==> src/rtl/pwm_pkg.sv <==
package pwm_pkg;

    localparam int CMP_W  = 15;
    localparam int WORD_W = CMP_W + 1;
    localparam int PRE_W  = 3;

    typedef struct packed {
        logic             pol;
        logic [CMP_W-1:0] cmp;
    } ch_word_t;

endpackage

==> src/rtl/pwm_timebase.sv <==
module pwm_timebase
    import pwm_pkg::*;
#(
    parameter int CNT_W = CMP_W,
    parameter int PS_W  = PRE_W
) (
    input  logic             clk,
    input  logic             rst_n,
    input  logic             start_i,
    input  logic             stop_i,
    input  logic             updn_i,
    input  logic [PS_W-1:0]  presc_i,
    input  logic [CNT_W-1:0] top_i,
    output logic [CNT_W-1:0] cnt_o,
    output logic             running_o,
    output logic             accept_o,
    output logic             wrap_o
);

    localparam int PCNT_W = (1 << PS_W) - 1;

    typedef struct packed {
        logic              running;
        logic              pend;
        logic              dn;
        logic [CNT_W-1:0]  cnt;
        logic [PCNT_W-1:0] pcnt;
    } tb_state_t;

    tb_state_t         q, d;
    logic              tick;
    logic              wrap;
    logic              accept;
    logic [PCNT_W-1:0] tick_lim;

    always_comb begin
        tick_lim = PCNT_W'((32'd1 << presc_i) - 32'd1);
        tick     = (q.pcnt == tick_lim);
        accept   = start_i && !q.running;
        wrap     = 1'b0;
        d        = q;
        if (accept) begin
            d.running = 1'b1;
            d.pend    = 1'b0;
            d.dn      = 1'b0;
            d.cnt     = '0;
            d.pcnt    = '0;
        end else if (q.running) begin
            d.pcnt = tick ? '0 : q.pcnt + PCNT_W'(1);
            d.pend = q.pend | stop_i;
            if (tick) begin
                if (!updn_i) begin
                    if (q.cnt >= top_i) begin
                        wrap  = 1'b1;
                        d.cnt = '0;
                    end else begin
                        d.cnt = q.cnt + CNT_W'(1);
                    end
                end else if (!q.dn) begin
                    if (q.cnt >= top_i) begin
                        if (top_i <= CNT_W'(1)) begin
                            wrap  = 1'b1;
                            d.cnt = '0;
                        end else begin
                            d.cnt = top_i - CNT_W'(1);
                            d.dn  = 1'b1;
                        end
                    end else begin
                        d.cnt = q.cnt + CNT_W'(1);
                    end
                end else begin
                    if (q.cnt <= CNT_W'(1)) begin
                        wrap  = 1'b1;
                        d.cnt = '0;
                        d.dn  = 1'b0;
                    end else begin
                        d.cnt = q.cnt - CNT_W'(1);
                    end
                end
            end
            if (wrap && d.pend) begin
                d.running = 1'b0;
                d.pend    = 1'b0;
                d.dn      = 1'b0;
                d.cnt     = '0;
                d.pcnt    = '0;
            end
        end
    end

    always_ff @(posedge clk or negedge rst_n) begin
        if (!rst_n) q <= '0;
        else        q <= d;
    end

    assign cnt_o     = q.cnt;
    assign running_o = q.running;
    assign accept_o  = accept;
    assign wrap_o    = wrap;


    step_gate_chk: assert property (@(posedge clk) disable iff (!rst_n)
        (q.running && !tick) |=> $stable(q.cnt));


    up_bound_chk: assert property (@(posedge clk) disable iff (!rst_n)
        (q.running && !updn_i) |-> (q.cnt <= top_i));


    pend_hold_chk: assert property (@(posedge clk) disable iff (!rst_n)
        (q.pend && !wrap) |=> (q.running && q.pend));


    stop_edge_chk: assert property (@(posedge clk) disable iff (!rst_n)
        $fell(q.running) |-> $past(wrap && (q.pend || stop_i)));

endmodule

==> src/rtl/pwm_channel.sv <==
module pwm_channel
    import pwm_pkg::*;
#(
    parameter int CNT_W = CMP_W
) (
    input  ch_word_t         word_i,
    input  logic [CNT_W-1:0] cnt_i,
    input  logic [CNT_W-1:0] top_i,
    input  logic             running_i,
    output logic             out_o
);

    logic active;

    always_comb begin
        active = running_i && (word_i.cmp != '0) &&
                 ((word_i.cmp >= top_i) || (cnt_i < word_i.cmp));
        out_o  = active ? word_i.pol : !word_i.pol;
    end

endmodule

==> src/rtl/pwm_core.sv <==
module pwm_core
    import pwm_pkg::*;
#(
    parameter int NCH = 4
) (
    input  logic                  clk,
    input  logic                  rst_n,
    input  logic                  cfg_updown,
    input  logic [PRE_W-1:0]      cfg_prescale,
    input  logic [CMP_W-1:0]      cfg_top,
    input  logic [NCH*WORD_W-1:0] cfg_words,
    input  logic                  cfg_load,
    input  logic                  start,
    input  logic                  stop,
    output logic [NCH-1:0]        pwm_out,
    output logic                  stopped
);

    typedef struct packed {
        logic                  updn;
        logic [PRE_W-1:0]      presc;
        logic [CMP_W-1:0]      top;
        logic [NCH*WORD_W-1:0] words;
    } cfg_t;

    typedef struct packed {
        cfg_t shadow;
        cfg_t act;
    } core_state_t;

    localparam cfg_t RST_CFG = '{
        updn:  1'b0,
        presc: '0,
        top:   '0,
        words: {NCH{1'b1, {CMP_W{1'b0}}}}
    };

    core_state_t      q, d;
    logic [CMP_W-1:0] cnt;
    logic             running;
    logic             accept;
    logic             wrap;

    always_comb begin
        d = q;
        if (cfg_load) d.shadow = '{cfg_updown, cfg_prescale, cfg_top, cfg_words};
        if (accept || wrap) d.act = q.shadow;
    end

    always_ff @(posedge clk or negedge rst_n) begin
        if (!rst_n) q <= '{RST_CFG, RST_CFG};
        else        q <= d;
    end

    pwm_timebase #(.CNT_W(CMP_W), .PS_W(PRE_W)) u_timebase (
        .clk       (clk),
        .rst_n     (rst_n),
        .start_i   (start),
        .stop_i    (stop),
        .updn_i    (q.act.updn),
        .presc_i   (q.act.presc),
        .top_i     (q.act.top),
        .cnt_o     (cnt),
        .running_o (running),
        .accept_o  (accept),
        .wrap_o    (wrap)
    );

    for (genvar g = 0; g < NCH; g++) begin : g_ch
        pwm_channel #(.CNT_W(CMP_W)) u_ch (
            .word_i    (ch_word_t'(q.act.words[g*WORD_W +: WORD_W])),
            .cnt_i     (cnt),
            .top_i     (q.act.top),
            .running_i (running),
            .out_o     (pwm_out[g])
        );
    end

    assign stopped = !running;


    act_frozen_chk: assert property (@(posedge clk) disable iff (!rst_n)
        (running && !wrap && !accept) |=> $stable(q.act));


    idle_count_chk: assert property (@(posedge clk) disable iff (!rst_n)
        stopped |-> (cnt == '0));

endmodule

==> config.mk <==
export PLATFORM = sky130hd
export DESIGN_NAME = pwm_core
export DESIGN_NICKNAME = d
export VERILOG_FILES = /design/src/rtl/pwm_pkg.sv /design/src/rtl/pwm_timebase.sv /design/src/rtl/pwm_channel.sv /design/src/rtl/pwm_core.sv
export SDC_FILE = /design/constraint.sdc
export NUM_CORES = 1
export LEC_CHECK = 0
export BUFFER_PORTS_ARGS = -buffer_cell sky130_fd_sc_hd__buf_2
export CORE_MARGIN = 10
export CORE_UTILIZATION = 45
export CTS_CLUSTER_DIAMETER = 120
export DETAILED_ROUTE_END_ITERATION = 6
export PLACE_DENSITY = 0.66
export SLEW_MARGIN = 20
export SYNTH_ARGS = -nofsm -noshare
export SYNTH_HDL_FRONTEND = slang
export SYNTH_SLANG_ARGS = --single-unit
==> constraint.sdc <==
create_clock -name clk -period 3.65 [get_ports clk]
set_input_delay 0.1825 -clock clk [delete_from_list [all_inputs] [get_ports clk]]
set_output_delay 0.1825 -clock clk [all_outputs]
set_load 0.03 [all_outputs]
==> flow_summary.ini <==
[timing]
setup_violations = 0
min_period_over_period = 0.931
fin_worst_hold_slack_ps = 144
totalNegativeSetupSlack_ps = 0
rsz0062_at_grt = false
clock.fmax_mhz = 294
report.final.hold_viol_count = 0
min_period_ps = 3400
final_max_slew_viol_count = 0
worst_rel_slew_slack = 0.302
worst_pin_slew_ps = 1040
clock-skew-final_ps = 13.8

[placed_design]
place.detailed.hpwl_um = 22300
buffer_ports.inserted = 92
placedInstanceArea_um2 = 13200
placed_cells = 1523
place.gp.congestion = 0.952

[yosys]
synth-warning-count = 0
syn-mean-instance-area_um2 = 11.2
number_of_synthesized_flops_with_an_enable_pin = 0
synth_fp_nets = 1316
synthDistinctLibCells = 68
synth_cells = 1090
yosys_most_used_dff = sky130_fd_sc_hd__dfrtp_1
synth_seq_area_share = 0.391
ys_seq_elements = 191
synthesis.area_um2 = 12200
async_flop_share = 1.00

[global_routing]
grt_use_total = 0.190
antenna_found_initial = 0
grt.met1_usage = 0.234
pin_count_of_the_biggest_net_entering_global_routing = 87
grt_pass1_vias = 9656
gr-max-usage-layer = met2
met3_track_usage_gr = 0.0361
grt_overflow = 0
grt_pass1_wl_um = 51400
global_route.usage.met2 = 0.317

[critical_path]
reg2reg_from = q[81]
critical_path.startpoint_type = register
worstRegToRegCells = 9
timing.critical_path.from = q[81]
path_max_fanout = 39
crit-reg2reg-capture = q[44]
setup.reg_to_reg.worst_slack_ps = 250
cp.required_ps = 3970
timing.critical_path.to_type = register
crit_type = register to register
critPathArrivalTime_ps = 3720
endpoint = q[44]

[finish]
layout.cells.non_filler = 1639
syn_to_final_growth_pct = 19.8
number_of_antenna_cells_inserted = 0
layout_commonest_cell = sky130_fd_sc_hd__dfrtp_1
drive_above_1_share = 0.273
design.final.nets = 1511
most_frequent_cells_in_the_layout = sky130_fd_sc_hd__dfrtp_1 (183), sky130_fd_sc_hd__ha_1 (138), sky130_fd_sc_hd__mux2_2 (96)
finish.instance_area_um2 = 14700

[die]
die_height_um = 185
effective_utilization_at_floorplan = 0.455
ios = 93
placement_rows = 60
fp.dieArea_um2 = 34200
coreArea_um2 = 26900
die_w_um = 185

[clocking]
cts-buffers-inserted = 17
clkTransAtPathRegs_ps = 70
post-cts-setup-buffers = 0
cts.root.buffer_cell = sky130_fd_sc_hd__clkbuf_16
tritoncts_num_sinks = 191
cts.htree.levels = 4
cts_tree = yes
source_to_sink_clock_delay_at_the_later_pin_of_the_worst_skew_pair_ps = 440
clock_tree.buffer_depth = 2

[power]
power.share.sequential = 0.286
cellLeakagePower_uw = 0.00711
sw_frac_of_total = 0.427
power_report.internal_total_uw = 7240
p_switching_uw = 5380
vdd.ir_drop.worst_v = 0.000360
p_clk_frac = 0.161
share_comb_of_total_power = 0.553
power_per_cell_area_nw_per_um2 = 861

[drt]
routed_len_inst_um = 19.4
via_count = 9248
via_per_inst = 5.64
drt_pass1_iterations = 5
remaining_antenna_violation_count = 0
remaining_drc_errors = 0
postRouteWirelength_um = 31900
detail_route.iter0.violations = 708

[worst_hold_path]
min-delay-start = start
hold_crit_class = input port to register

[outcome]
outcome = completed

[job]
drv.max_cap_violation_count = 0
-- worst max-delay path, cell delays in order, from the launching register on --
cell and delay [ps]:
sky130_fd_sc_hd__dfrtp_1 490, sky130_fd_sc_hd__or3_1 410, sky130_fd_sc_hd__ha_1 300, sky130_fd_sc_hd__nor2b_1 200
sky130_fd_sc_hd__a22oi_1 130, sky130_fd_sc_hd__xnor2_1 350, sky130_fd_sc_hd__nor4_4 140, sky130_fd_sc_hd__a21oi_4 490
sky130_fd_sc_hd__buf_12 330, sky130_fd_sc_hd__mux2_2 380
-- per-layer routing --
layer / routed length [µm] / share of wire
met1: 13700 / 0.43
met2: 15400 / 0.48
met3: 1530 / 0.048
met4: 1250 / 0.039
met5: 0 / 0
-- cell type report --
| cell class | instances | area [µm²] |
|---|---|---|
| Clock buffer | 21 | 450 |
| Clock inverter | 11 | 179 |
| Sequential cell | 191 | 4790 |
| Multi-Input combinational cell | 771 | 6820 |
| Fill cell | 2296 | 12200 |
| Inverter | 83 | 312 |
| Timing Repair Buffer | 221 | 1690 |
| Tap cell | 341 | 427 |
-- registers in the layout, indices dropped and copies added, names as in the netlist --
name                  count
q                       166
u_timebase.cnt_o         15
u_timebase.q              9
u_timebase.running_o      1
-- power by group through the flow --
stage,Clock (µW),Combinational (µW),Sequential [µW]
detailed placement,0,6790,3630
finish,2030,6980,3610
global placement,0,6570,3620
CTS,2080,6940,3600
global route,2160,7770,3710
floorplan,0,5180,3340
-- synthesized netlist by cell type (5+ instances only) --
cell type	count	area share
sky130_fd_sc_hd__nand2b_1	10	0.0051
sky130_fd_sc_hd__dfstp_2	8	0.017
sky130_fd_sc_hd__nor3_1	27	0.011
sky130_fd_sc_hd__o21ai_0	52	0.021
sky130_fd_sc_hd__o31ai_1	10	0.0061
sky130_fd_sc_hd__mux2_4	70	0.086
sky130_fd_sc_hd__a21o_1	31	0.019
sky130_fd_sc_hd__nor4_1	17	0.0087
sky130_fd_sc_hd__clkbuf_1	28	0.0086
sky130_fd_sc_hd__or3_1	5	0.0026
sky130_fd_sc_hd__and3_1	7	0.0036
sky130_fd_sc_hd__nand2_1	36	0.011
sky130_fd_sc_hd__nor2b_1	12	0.0061
sky130_fd_sc_hd__ha_1	138	0.14
sky130_fd_sc_hd__buf_12	8	0.013
sky130_fd_sc_hd__xnor2_1	32	0.023
sky130_fd_sc_hd__xor2_1	11	0.0079
sky130_fd_sc_hd__nand4_1	18	0.0092
sky130_fd_sc_hd__mux2_2	96	0.088
sky130_fd_sc_hd__inv_1	83	0.025
sky130_fd_sc_hd__o211ai_1	6	0.0037
sky130_fd_sc_hd__o2111ai_1	5	0.0036
sky130_fd_sc_hd__a21oi_1	38	0.016
sky130_fd_sc_hd__nor2_1	41	0.013
sky130_fd_sc_hd__dfrtp_1	183	0.37
sky130_fd_sc_hd__a211oi_1	10	0.0061
sky130_fd_sc_hd__a22o_1	10	0.0072
sky130_fd_sc_hd__nand3_1	24	0.0098
-- metrics by stage --
step,util,total power [µW],worst slack [ps]
2_1_floorplan,-,8520,584
3_3_place_gp,0.491,10200,362
3_5_place_dp,0.491,10400,266
4_1_cts,0.546,12600,240
5_1_grt,0.546,13600,54.7
6_report,0.546,12600,254
-- cell families after synthesis --
| family | share of synthesized area |
|---|---|
| fa+ha+maj | 0.141 |
| simple gates | 0.0951 |
| compound gates | 0.114 |
| buf+inv | 0.0515 |
| mux | 0.176 |
| xor+xnor | 0.0308 |
| flops | 0.391 |
-- timing repair --
| action | 4_1_cts | 5_1_grt |
|---|---|---|
| endpoints found under the hold margin | 152 | 0 |
| hold buffers | 84 | 0 |
| gates resized for setup | 0 | 0 |
| endpoints found under the setup margin | 0 | 0 |
-- worst min-delay path by stage --
stage | endpoint | slack (ps) | cells past startpoint
final | u_timebase.q[22] | 140 | 4
after global routing | u_timebase.q[22] | 180 | 4
after CTS | u_timebase.q[22] | 130 | 4
after detailed placement | q[138] | 240 | 1
after global placement | q[139] | 240 | 1
after floorplan | q[0] | -110 | 0
No activity file was read; power rests on OpenSTA's default activity.
